`src/rtl/pgr_sync_pkg.sv`:
```
package pgr_sync_pkg;

  typedef enum logic [2:0] {
    M_IDLE   = 3'd0,
    M_SWON   = 3'd1,
    M_PREAMB = 3'd2,
    M_DATA   = 3'd3,
    M_DFAIL  = 3'd4,
    M_FADE   = 3'd5,
    M_CARR   = 3'd6
  } pgr_mode_e;

  // Code-words carried by one address frame.
  localparam int CW_PER_FRAME = 2;

endpackage

```
`src/rtl/pgr_step_counter.sv`:
```
module pgr_step_counter #(
  parameter int W   = 10,
  parameter int MOD = 576
) (
  input  logic         clk,
  input  logic         rst_n,
  input  logic         clr,
  input  logic         inc,
  output logic [W-1:0] cnt_o
);

  localparam logic [W-1:0] LAST = W'(MOD - 1);

  always_ff @(posedge clk) begin
    if (!rst_n) begin
      cnt_o <= '0;
    end else if (clr) begin
      cnt_o <= '0;
    end else if (inc) begin
      cnt_o <= (cnt_o == LAST) ? '0 : cnt_o + 1'b1;
    end
  end

endmodule

```
`src/rtl/pgr_batch_timer.sv`:
```
module pgr_batch_timer #(
  parameter int CW_BITS      = 32,
  parameter int CW_PER_BATCH = 17,
  parameter int WIN          = 8,
  parameter int POS_W        = 10,
  parameter int CW_W         = 5,
  parameter int FR_W         = 3
) (
  input  logic             clk,
  input  logic             rst_n,
  input  logic             adv,
  input  logic             realign,
  output logic [POS_W-1:0] pos_o,
  output logic [CW_W-1:0]  cw_o,
  output logic [FR_W-1:0]  frame_o,
  output logic [CW_W-1:0]  nxt_cw_o,
  output logic             at_sync_o,
  output logic             in_win_o
);

  import pgr_sync_pkg::*;

  localparam int BATCH_BITS = CW_BITS * CW_PER_BATCH;
  localparam int LOG_CW     = $clog2(CW_BITS);
  localparam int SYNC_LAST  = CW_BITS - 1;
  localparam logic [POS_W-1:0] POS_LAST = POS_W'(BATCH_BITS - 1);
  localparam logic [POS_W-1:0] SYNC_POS = POS_W'(SYNC_LAST);
  localparam logic [POS_W-1:0] WIN_LO   = POS_W'(SYNC_LAST - WIN);
  localparam logic [POS_W-1:0] WIN_HI   = POS_W'(SYNC_LAST + WIN);

  logic [POS_W-1:0] pos_q;
  logic [POS_W-1:0] nxt;

  // Position the next received bit will occupy.
  assign nxt = (pos_q == POS_LAST) ? '0 : pos_q + 1'b1;

  always_ff @(posedge clk) begin
    if (!rst_n) begin
      pos_q <= '0;
    end else if (realign) begin
      pos_q <= SYNC_POS;
    end else if (adv) begin
      pos_q <= nxt;
    end
  end

  assign pos_o     = pos_q;
  assign cw_o      = CW_W'(pos_q >> LOG_CW);
  assign frame_o   = (cw_o == '0) ? '0 : FR_W'((cw_o - 1'b1) / CW_PER_FRAME);
  assign nxt_cw_o  = CW_W'(nxt >> LOG_CW);
  assign at_sync_o = (nxt == SYNC_POS);
  assign in_win_o  = (nxt >= WIN_LO) && (nxt <= WIN_HI);

endmodule

```
`src/rtl/pgr_rx_gate.sv`:
```
module pgr_rx_gate #(
  parameter int FRAMES       = 8,
  parameter int CW_PER_BATCH = 17,
  parameter int CW_W         = 5
) (
  input  pgr_sync_pkg::pgr_mode_e mode,
  input  logic [CW_W-1:0]         nxt_cw,
  input  logic [FRAMES-1:0]       frame_mask,
  input  logic                    call_act,
  input  logic                    scan_on,
  input  logic                    in_win,
  output logic                    rx_en
);

  import pgr_sync_pkg::*;

  logic [CW_PER_BATCH-1:0] cw_en;
  logic                    slot_on;

  // Code-word 0 is the sync slot; the rest map pairwise onto frames.
  for (genvar c = 0; c < CW_PER_BATCH; c++) begin : g_slot
    if (c == 0) begin : g_sync
      assign cw_en[c] = 1'b1;
    end else begin : g_frame
      assign cw_en[c] = frame_mask[(c - 1) / CW_PER_FRAME];
    end
  end

  assign slot_on = (nxt_cw < CW_W'(CW_PER_BATCH)) && cw_en[nxt_cw];

  always_comb begin
    case (mode)
      M_SWON, M_PREAMB, M_DFAIL: rx_en = 1'b1;
      M_DATA:                    rx_en = call_act || slot_on;
      M_FADE:                    rx_en = in_win;
      M_CARR:                    rx_en = scan_on;
      default:                   rx_en = 1'b0;
    endcase
  end

endmodule

```
`src/rtl/pgr_sync_ctrl.sv`:
```
module pgr_sync_ctrl #(
  parameter int CW_BITS      = 32,
  parameter int FRAMES       = 8,
  parameter int SWON_BATCHES = 3,
  parameter int PRE_BATCHES  = 1,
  parameter int FADE_BATCHES = 15,
  parameter int FADE_WIN     = 8,
  parameter int SCAN_PERIOD  = 18,
  parameter int SCAN_ON      = 1,
  localparam int CW_PER_BATCH = FRAMES * pgr_sync_pkg::CW_PER_FRAME + 1,
  localparam int BATCH_BITS   = CW_BITS * CW_PER_BATCH,
  localparam int POS_W        = $clog2(BATCH_BITS),
  localparam int CW_W         = $clog2(CW_PER_BATCH),
  localparam int FR_W         = $clog2(FRAMES)
) (
  input  logic              clk,
  input  logic              rst_n,
  input  logic              en_i,
  input  logic              bit_stb_i,
  input  logic              preamble_i,
  input  logic              sync_i,
  input  logic              addr_hit_i,
  input  logic              msg_bad_i,
  input  logic              call_end_i,
  input  logic [FRAMES-1:0] frame_mask_i,
  output logic              rx_en_o,
  output logic [2:0]        mode_o,
  output logic [POS_W-1:0]  bit_pos_o,
  output logic [CW_W-1:0]   cw_idx_o,
  output logic [FR_W-1:0]   frame_o,
  output logic              irq_o
);

  import pgr_sync_pkg::*;

  localparam int SWON_LEN = SWON_BATCHES * BATCH_BITS;
  localparam int PRE_LEN  = PRE_BATCHES * BATCH_BITS;
  localparam int FADE_LEN = FADE_BATCHES * BATCH_BITS;
  localparam int DW_MAX   = (SWON_LEN > FADE_LEN) ?
                            ((SWON_LEN > PRE_LEN) ? SWON_LEN : PRE_LEN) :
                            ((FADE_LEN > PRE_LEN) ? FADE_LEN : PRE_LEN);
  localparam int DW_W     = $clog2(DW_MAX + 1);
  localparam int SCAN_LEN = SCAN_PERIOD * CW_BITS;
  localparam int SCAN_ONB = SCAN_ON * CW_BITS;
  localparam int SC_W     = $clog2(SCAN_LEN);

  pgr_mode_e        mode_q, mode_n;
  logic             call_q, call_set, call_clr;
  logic             irq_q, irq_n;
  logic             realign, pre_restart;
  logic             dwell_clr, dwell_inc, expire;
  logic [DW_W-1:0]  dwell_cnt, dwell_lim;
  logic [SC_W-1:0]  scan_cnt;
  logic             scan_on;
  logic             adv;
  logic [CW_W-1:0]  nxt_cw;
  logic             at_sync, in_win;
  logic             stb;

  assign stb = bit_stb_i && en_i;
  assign adv = stb && (mode_q != M_IDLE);

  // Batch position, code-word and frame tracking.
  pgr_batch_timer #(
    .CW_BITS     (CW_BITS),
    .CW_PER_BATCH(CW_PER_BATCH),
    .WIN         (FADE_WIN),
    .POS_W       (POS_W),
    .CW_W        (CW_W),
    .FR_W        (FR_W)
  ) u_timer (
    .clk      (clk),
    .rst_n    (rst_n),
    .adv      (adv),
    .realign  (realign),
    .pos_o    (bit_pos_o),
    .cw_o     (cw_idx_o),
    .frame_o  (frame_o),
    .nxt_cw_o (nxt_cw),
    .at_sync_o(at_sync),
    .in_win_o (in_win)
  );

  // Strobes spent in the current mode, for the batch-length timeouts.
  assign dwell_clr = (mode_n != mode_q) || pre_restart || (mode_q == M_IDLE);
  assign dwell_inc = stb;

  pgr_step_counter #(
    .W  (DW_W),
    .MOD(2 ** DW_W)
  ) u_dwell (
    .clk  (clk),
    .rst_n(rst_n),
    .clr  (dwell_clr),
    .inc  (dwell_inc),
    .cnt_o(dwell_cnt)
  );

  always_comb begin
    case (mode_q)
      M_SWON:   dwell_lim = DW_W'(SWON_LEN - 1);
      M_PREAMB: dwell_lim = DW_W'(PRE_LEN - 1);
      M_FADE:   dwell_lim = DW_W'(FADE_LEN - 1);
      default:  dwell_lim = '1;
    endcase
  end

  assign expire = stb && (dwell_cnt == dwell_lim);

  // Carrier-off scan: held at zero outside the mode, so entry starts a slice.
  pgr_step_counter #(
    .W  (SC_W),
    .MOD(SCAN_LEN)
  ) u_scan (
    .clk  (clk),
    .rst_n(rst_n),
    .clr  (mode_q != M_CARR),
    .inc  (stb && (mode_q == M_CARR)),
    .cnt_o(scan_cnt)
  );

  assign scan_on = (scan_cnt < SC_W'(SCAN_ONB));

  // Mode transitions.
  always_comb begin
    mode_n      = mode_q;
    realign     = 1'b0;
    pre_restart = 1'b0;
    irq_n       = 1'b0;
    call_set    = 1'b0;
    call_clr    = 1'b0;
    if (!en_i) begin
      mode_n   = M_IDLE;
      call_clr = 1'b1;
    end else begin
      case (mode_q)
        M_IDLE: mode_n = M_SWON;
        M_SWON: begin
          if (stb) begin
            if (sync_i) begin
              mode_n  = M_DATA;
              realign = 1'b1;
            end else if (preamble_i) begin
              mode_n = M_PREAMB;
            end else if (expire) begin
              mode_n = M_CARR;
            end
          end
        end
        M_PREAMB: begin
          if (stb) begin
            if (sync_i) begin
              mode_n  = M_DATA;
              realign = 1'b1;
            end else if (preamble_i) begin
              pre_restart = 1'b1;
            end else if (expire) begin
              mode_n = M_CARR;
            end
          end
        end
        M_DATA: begin
          if (stb) begin
            if (at_sync) begin
              if (call_q) begin
                irq_n = 1'b1;
              end else if (sync_i) begin
                realign = 1'b1;
              end else begin
                mode_n = M_DFAIL;
              end
            end else begin
              if (call_q && msg_bad_i) begin
                mode_n = M_DFAIL;
              end
              if (addr_hit_i) begin
                call_set = 1'b1;
              end else if (call_end_i) begin
                call_clr = 1'b1;
              end
            end
          end
        end
        M_DFAIL: begin
          if (stb) begin
            if (at_sync) begin
              if (sync_i) begin
                mode_n  = M_DATA;
                realign = 1'b1;
              end else begin
                mode_n   = M_FADE;
                call_clr = 1'b1;
              end
            end else if (call_end_i) begin
              call_clr = 1'b1;
            end
          end
        end
        M_FADE: begin
          if (stb) begin
            if (in_win && sync_i) begin
              mode_n  = M_DATA;
              realign = 1'b1;
            end else if (in_win && preamble_i) begin
              mode_n = M_PREAMB;
            end else if (expire) begin
              mode_n = M_CARR;
            end
          end
        end
        M_CARR: begin
          if (stb && scan_on) begin
            if (sync_i) begin
              mode_n  = M_DATA;
              realign = 1'b1;
            end else if (preamble_i) begin
              mode_n = M_PREAMB;
            end
          end
        end
        default: mode_n = M_IDLE;
      endcase
    end
  end

  always_ff @(posedge clk) begin
    if (!rst_n) begin
      mode_q <= M_IDLE;
      call_q <= 1'b0;
      irq_q  <= 1'b0;
    end else begin
      mode_q <= mode_n;
      irq_q  <= irq_n;
      if (call_clr) begin
        call_q <= 1'b0;
      end else if (call_set) begin
        call_q <= 1'b1;
      end
    end
  end

  pgr_rx_gate #(
    .FRAMES      (FRAMES),
    .CW_PER_BATCH(CW_PER_BATCH),
    .CW_W        (CW_W)
  ) u_gate (
    .mode      (mode_q),
    .nxt_cw    (nxt_cw),
    .frame_mask(frame_mask_i),
    .call_act  (call_q),
    .scan_on   (scan_on),
    .in_win    (in_win),
    .rx_en     (rx_en_o)
  );

  assign mode_o = mode_q;
  assign irq_o  = irq_q;

endmodule

```
`config.mk`:
```
export PLATFORM = sky130hd
export DESIGN_NAME = pgr_sync_ctrl
export DESIGN_NICKNAME = d
export VERILOG_FILES = /design/src/rtl/pgr_sync_pkg.sv /design/src/rtl/pgr_step_counter.sv /design/src/rtl/pgr_batch_timer.sv /design/src/rtl/pgr_rx_gate.sv /design/src/rtl/pgr_sync_ctrl.sv
export SDC_FILE = /design/constraint.sdc
export NUM_CORES = 1
export LEC_CHECK = 0
export ABC_AREA = 1
export BUFFER_PORTS_ARGS = -buffer_cell sky130_fd_sc_hd__buf_4
export CORE_UTILIZATION = 45
export CTS_CLUSTER_SIZE = 16
export DETAILED_ROUTE_END_ITERATION = 8
export GPL_TIMING_DRIVEN = 0
export HOLD_SLACK_MARGIN = 0.12
export SLEW_MARGIN = 20
export SYNTH_ARGS = -nofsm -noshare
export SYNTH_HDL_FRONTEND = slang
export SYNTH_HIERARCHICAL = 1
export SYNTH_SLANG_ARGS = --single-unit
```
`constraint.sdc`:
```
create_clock -name clk -period 5.95 [get_ports clk]
set_clock_uncertainty 0.05 [all_clocks]
set_input_delay 0.2975 -clock clk [delete_from_list [all_inputs] [get_ports clk]]
set_output_delay 0.2975 -clock clk [all_outputs]
set_load 0.02 [all_outputs]
```
Word-level counts from Yosys, hierarchy flattened
Cells that the tools add are included.
- add/subtract/negate cells: 4
- $lt $le $gt $ge: 5
- eq/ne operators: 13
- mux-type cells: 65
- bitwise operators: 1
- reductions and logical operators: 24
- operators by type and width (kind ; number):
    two-way mux 3 bit ; 23
    one-hot mux 13 bit (3 select lines) ; 1
    two-way mux 1 bit ; 31
    one-hot mux 3 bit (7 select lines) ; 1
    adder 10 x 1 -> 10 bit, second input constant ; 2
    equality test 10 bit, second input constant ; 2
    two-way mux 10 bit ; 2
    adder 13 x 1 -> 13 bit, second input constant ; 1
    equality test 13 bit ; 1
    equality test 13 bit, second input constant ; 1
    two-way mux 13 bit ; 1
    equality test 10 x 5 -> 1 bit, second input constant ; 1
    >= comparator 10 x 5 -> 1 bit, second input constant ; 1
    <= comparator 10 x 6 -> 1 bit, second input constant ; 1
    logical AND 1 bit ; 10
    less-than comparator 10 x 6 -> 1 bit, second input constant ; 1
    two-way mux 5 bit ; 2
    OR reduction 2 bit ; 5
    equality test 3 bit, second input constant ; 3
    equality test 3 x 2 -> 1 bit, second input constant ; 2
    less-than comparator 5 x 6 -> 1 bit, second input constant ; 1
    binary-select mux 1 bit (select 5 bit) ; 1
    zero test 5 bit ; 1
    less-than comparator 5 bit, second input constant ; 1
    other kinds (14) ; 16
- register bits: 38
- bits of input ports: 17
- logic and storage cells: 119

Depth between registers and ports, before layout
- word-level depth: 14
- mapped depth: 26

Hierarchy
The synthesis kept the hierarchy.
- by module, submodules not included (module ; times used ; cells an instance ; area each (µm²)):
    pgr_batch_timer ; 1 ; 143 ; 877.1
    pgr_sync_ctrl ; 1 ; 154 ; 839.6
    pgr_step_counter at u_dwell ; 1 ; 94 ; 680.7
    pgr_step_counter at u_scan ; 1 ; 87 ; 549.3
    pgr_rx_gate ; 1 ; 60 ; 260.2

Worst setup path before layout
OpenSTA, ideal clock, no wires.
- path type: register to register
- from: register u_timer.pos_q[0], in the netlist u_timer/pos_o[0]
- to: register u_dwell.cnt_o[0]
- setup time: 0.078 ns
- arrival time: 3.247 ns
- required time: 5.822 ns
- path slack: 2.576 ns
- cell stages (with the launch flop): 22
- path buffers: 0
- clock period less this slack: 3.374 ns
- path through: dfxtp_1 ha_1 nand3_1 inv_1 nand3_2 nand3_1 nand2_1 nor3_1 inv_1 o31ai_1 nand2_1 nand2_1 nand2_1 a31oi_1 nand2_1 nand3_1 nand3_1 nor2_1 nand3_1 nor2_4 nand2_1 nor3_1
- RTL lines (what ; line ; RTL):
    start, declared ; pgr_batch_timer.sv:31 ; logic [POS_W-1:0] pos_q;
    start signal, assigned ; pgr_batch_timer.sv:43 ; pos_q <= nxt;
    adder 10 x 1 -> 10 bit / equality test 10 bit (equally long branches) ; pgr_batch_timer.sv:35 ; assign nxt = (pos_q == POS_LAST) ? '0 : pos_q + 1'b1;
    two-way mux 10 bit (*) ; pgr_batch_timer.sv:35 ;
    equality test 10 x 5 -> 1 bit (*) ; pgr_batch_timer.sv:51 ; assign at_sync_o = (nxt == SYNC_POS);
    via at_sync ; pgr_sync_ctrl.sv:57 ; logic at_sync, in_win;
    two-way mux 3 bit, on equally long branches ; pgr_sync_ctrl.sv:186, pgr_sync_ctrl.sv:164 ;
    two-way mux 3 bit, on equally long branches ; pgr_sync_ctrl.sv:185, pgr_sync_ctrl.sv:163 ;
    one-hot mux 3 bit (7 select lines) (*) ; pgr_sync_ctrl.sv:136 ; case (mode_q)
    two-way mux 3 bit (*) ; pgr_sync_ctrl.sv:132 ; if (!en_i) begin
    != test 3 bit (*) ; pgr_sync_ctrl.sv:85 ; assign dwell_clr = (mode_n != mode_q) || pre_restart || (mode_q == M_IDLE);
    logical OR 1 bit (*) (2 in a row) ; pgr_sync_ctrl.sv:85 ;
    via dwell_clr ; pgr_sync_ctrl.sv:51 ; logic dwell_clr, dwell_inc, expire;
    OR reduction 2 bit (no source line) (*) ; -- ;
    end signal, assigned ; pgr_step_counter.sv:20 ; cnt_o <= (cnt_o == LAST) ? '0 : cnt_o + 1'b1;
    end, declared ; pgr_step_counter.sv:9 ; output logic [W-1:0] cnt_o
Mark *: on every way through the listed nets, which the timed path passes. The rest lies on a longest branch.
A chain may end at the register's enable or synchronous reset.

Final worst setup path
Same ends and word-level chain as after synthesis.

==> summary.txt <==
Worst setup path
  • Crit. End Element: register
  • Worst-path fanout max: 7
  • Worst path required time: 6.11 ns
  • Max incr delay on CP: 0.65 ns
  • Crit Path Category: reg2reg
  • Critical-path top delay cell: nor3_1
  • Capturing point of the worst reg2reg path: u_dwell/cnt_o[0]
  • Most frequent CP cell: nand2_1
  • Reg2Reg Depth: 21
  • Startpoint Class: register
  • Worst reg2reg setup slack: 1.93 ns
  • Worst Path Arrival: 4.18 ns
  • Worst r2r src: u_timer/pos_o[0]
  • Critical Path, Cell by Cell: ha_1, nand3_1, inv_1, nand3_2, nand3_1, nand2_1, nor3_1, inv_1, o31ai_1, nand2_1, nand2_1, nand2_1, a31oi_1, nand2_1, nand3_1, nand3_1, nor2_1, nand3_1, nor2_4, nand2_1, nor3_1

STA
  • Final setup vio count: 0
  • Max_slew headroom: 48.9%
  • TNS Setup: 0 ns
  • Final Max Slew Viols: 0
  • Min Clock Period, post-route: 4.02 ns
  • RSZ-0062 raised after global routing: no
  • Fmax: 0.249 GHz
  • Tightest Pin Transition: 0.761 ns
  • Hold Vio Cnt, Final: 0
  • Fin crit share: 67.6%

Power
  • Lkg Pwr: 1.68 nW
  • Psw: 0.157 mW
  • Logic pwr share: 17.0%
  • Pwr dens: 147 nW/um^2
  • Switching share of power: 28.8%
  • P_int: 0.388 mW
  • Flop pwr share: 48.1%
  • Clock network power share: 35.0%
  • VDD IR max: 0.136 mV

Route
  • Drt drc: 0
  • DR iter-0 viols: 172
  • Drt total wl: 7.69 mm
  • Post-DRT Antenna Nets: 0
  • Vias: 3,385
  • Average wire per standard cell: 11.3 um
  • DRT Pass-1 Iters: 4
  • Via density: 4.98

Hold path
  • Hold Path End: mode_o[0]
  • Tightest Hold Check Type: in2reg
  • Hold-critical path depth: 3
  • Hold path start: en_i

Clock network
  • Num CTS Buffers: 5
  • Clock Pin Slew Worst Setup and Hold Paths: 0.08 ns
  • H-tree Lvls: 2
  • Postcts setup bufs: 0
  • Post-CTS sizing: 0
  • Root Buffer: clkbuf_8
  • CTS Buffer Depth: 2
  • CTS tree: built
  • Clock latency on the worst-skew pair: 0.29 ns
  • CTS Hold Bufs: 0
  • Clock sink count: 38

Global route
  • First-pass GRT wire length: 12.9 mm
  • Overall routing resource usage: 21.4%
  • Grt ovf: 0
  • Largest net degree at the start of global routing: 16
  • Initial antenna violation count: 0
  • Vias in the first global route: 2,975

Yosys
  • Seq/Total Area, Yosys: 23.7%
  • Post-Syn Nets: 562
  • Synth warn: 6
  • Synth cell types: 40
  • Mapped Cells: 538
  • Synthesized area per cell: 5.96 um^2
  • Dominant synthesized flop cell: dfxtp_1
  • Register bit total from synthesis: 38
  • Post-synth EDFFs: 0
  • Synth Cell Area: 3210 um^2
  • Asr flop ratio synth: 0%

Floorplan
  • Boundary Pins: 40
  • Std-Cell Rows: 30
  • Initial Util: 46.9%
  • Die width: 86.4 um
  • Die height: 86.4 um
  • Die area: 7470 um^2
  • Core ar.: 6830 um^2

Place
  • HPWL after DPL: 6.01 mm
  • Dpl cells: 672
  • Final Wtd Congestion: 0.871
  • Port bufs: 38

Final layout
  • FILL cells: 708
  • Area occupied by multi-input gates: 2010 um^2
  • Sequential cell area: 761 um^2
  • Most frequent cells in the layout: nand2_1, inv_1, nor2_1
  • Layout net count: 607
  • Number of diodes: 0
  • Layout Cells excl Fill: 680
  • Area Growth Syn to Fin: 15.6%
  • Layout cell share with drive strength beyond 1: 18.8%
  • Commonest non-fill, non-tap cell in the layout: nand2_1

Status
  • Status: finished clean

Flow run
  • Number of max-cap violations: 0
## per-layer routing
metal	global-route usage [%]	vias to the layer above	routed length, um
met1	25.5	1495	3450
li1	-	1798	-
met2	38.2	77	3740
met4	8.94	0	189
met5	0	-	0
met3	3.52	15	311
## power groups by stage
stage               clock network (mW)  logic, mW  registers, mW
finish                           0.191     0.0924          0.262
global route                     0.209      0.104          0.263
CTS                              0.200     0.0929          0.262
detailed placement                   0     0.0925          0.268
global placement                     0     0.0923          0.268
floorplan                            0     0.0577          0.270
## worst max-delay path, delay by kind of cell, from the launching register on
kind	cells	cell delay (ns)
AO/OA/AOI/OAI	2	0.51
adder cells (fa/ha/maj)	1	0.23
buffers and inverters	2	0.36
flip-flops	1	0.47
AND/OR/NAND/NOR	16	2.32
## sequential cells by signal, indices dropped and copies added (netlist names)
| signal | count |
|---|---|
| u_timer/pos_o | 10 |
| u_dwell/cnt_o | 13 |
| u_scan/cnt_o | 10 |
| irq_o | 1 |
| call_q | 1 |
| mode_o | 3 |
## worst max path at each step
stage                     startpoint          endpoint  slack (ns)  depth (start not counted)
floorplan           u_timer/pos_o[0]  u_dwell/cnt_o[0]        2.58                         21
global placement    u_timer/pos_o[0]  u_dwell/cnt_o[0]        2.03                         21
detailed placement  u_timer/pos_o[0]  u_dwell/cnt_o[0]        2.03                         21
CTS                 u_timer/pos_o[0]  u_dwell/cnt_o[0]        2.00                         21
global route        u_timer/pos_o[0]  u_dwell/cnt_o[0]        1.49                         23
finish              u_timer/pos_o[0]  u_dwell/cnt_o[0]        1.93                         21
## final cells by class
class | count | area share, %
Buffer | 11 | 2.60
Timing Repair Buffer | 38 | 7.69
Multi-Input combinational cell | 399 | 54.3
Clock buffer | 6 | 2.23
Sequential cell | 38 | 20.5
Clock inverter | 2 | 0.337
Inverter | 90 | 9.11
Tap cell | 96 | 3.24
## stage by stage
stage	utilization, %	instance area (um^2)	worst slack, ns	hold WS [ns]	power [mW]
after floorplan	-	3210	2.58	0.397	0.328
after global placement	52.9	3610	2.03	0.424	0.360
after detailed placement	52.9	3610	2.03	0.436	0.360
after CTS	54.3	3710	2.00	0.251	0.555
after global routing	54.3	3710	1.49	0.270	0.575
final	54.3	3710	1.93	0.260	0.545
## synthesized netlist by cell type (3+ instances only)
cell | number | area, um^2
o21ai_1 | 5 | 25.0
inv_1 | 76 | 285
nor3_1 | 7 | 35.0
nand3_2 | 7 | 70.1
nor2_4 | 6 | 67.6
ha_1 | 7 | 87.6
nand3_1 | 56 | 280
inv_2 | 14 | 52.6
nand2_2 | 11 | 68.8
xnor2_1 | 3 | 26.3
nor2_1 | 74 | 278
a21oi_1 | 23 | 115
nand4_1 | 12 | 75.1
buf_4 | 5 | 37.5
nand2_1 | 139 | 522
nor2_2 | 10 | 62.6
a31oi_1 | 4 | 25.0
dfxtp_1 | 38 | 761
xor2_1 | 5 | 43.8
o21ai_0 | 9 | 45.0
## cells by family after synthesis
kind of cell	synth area share, %
DFF	23.7
muxes	0.312
and+or+nand+nor	47.8
adders and majority gates	2.73
AOI/OAI and AO/OA	9.75
buffers and inverters	13.5
xor gates and xnor gates	2.19
No activity file was read; power rests on OpenSTA's default activity.
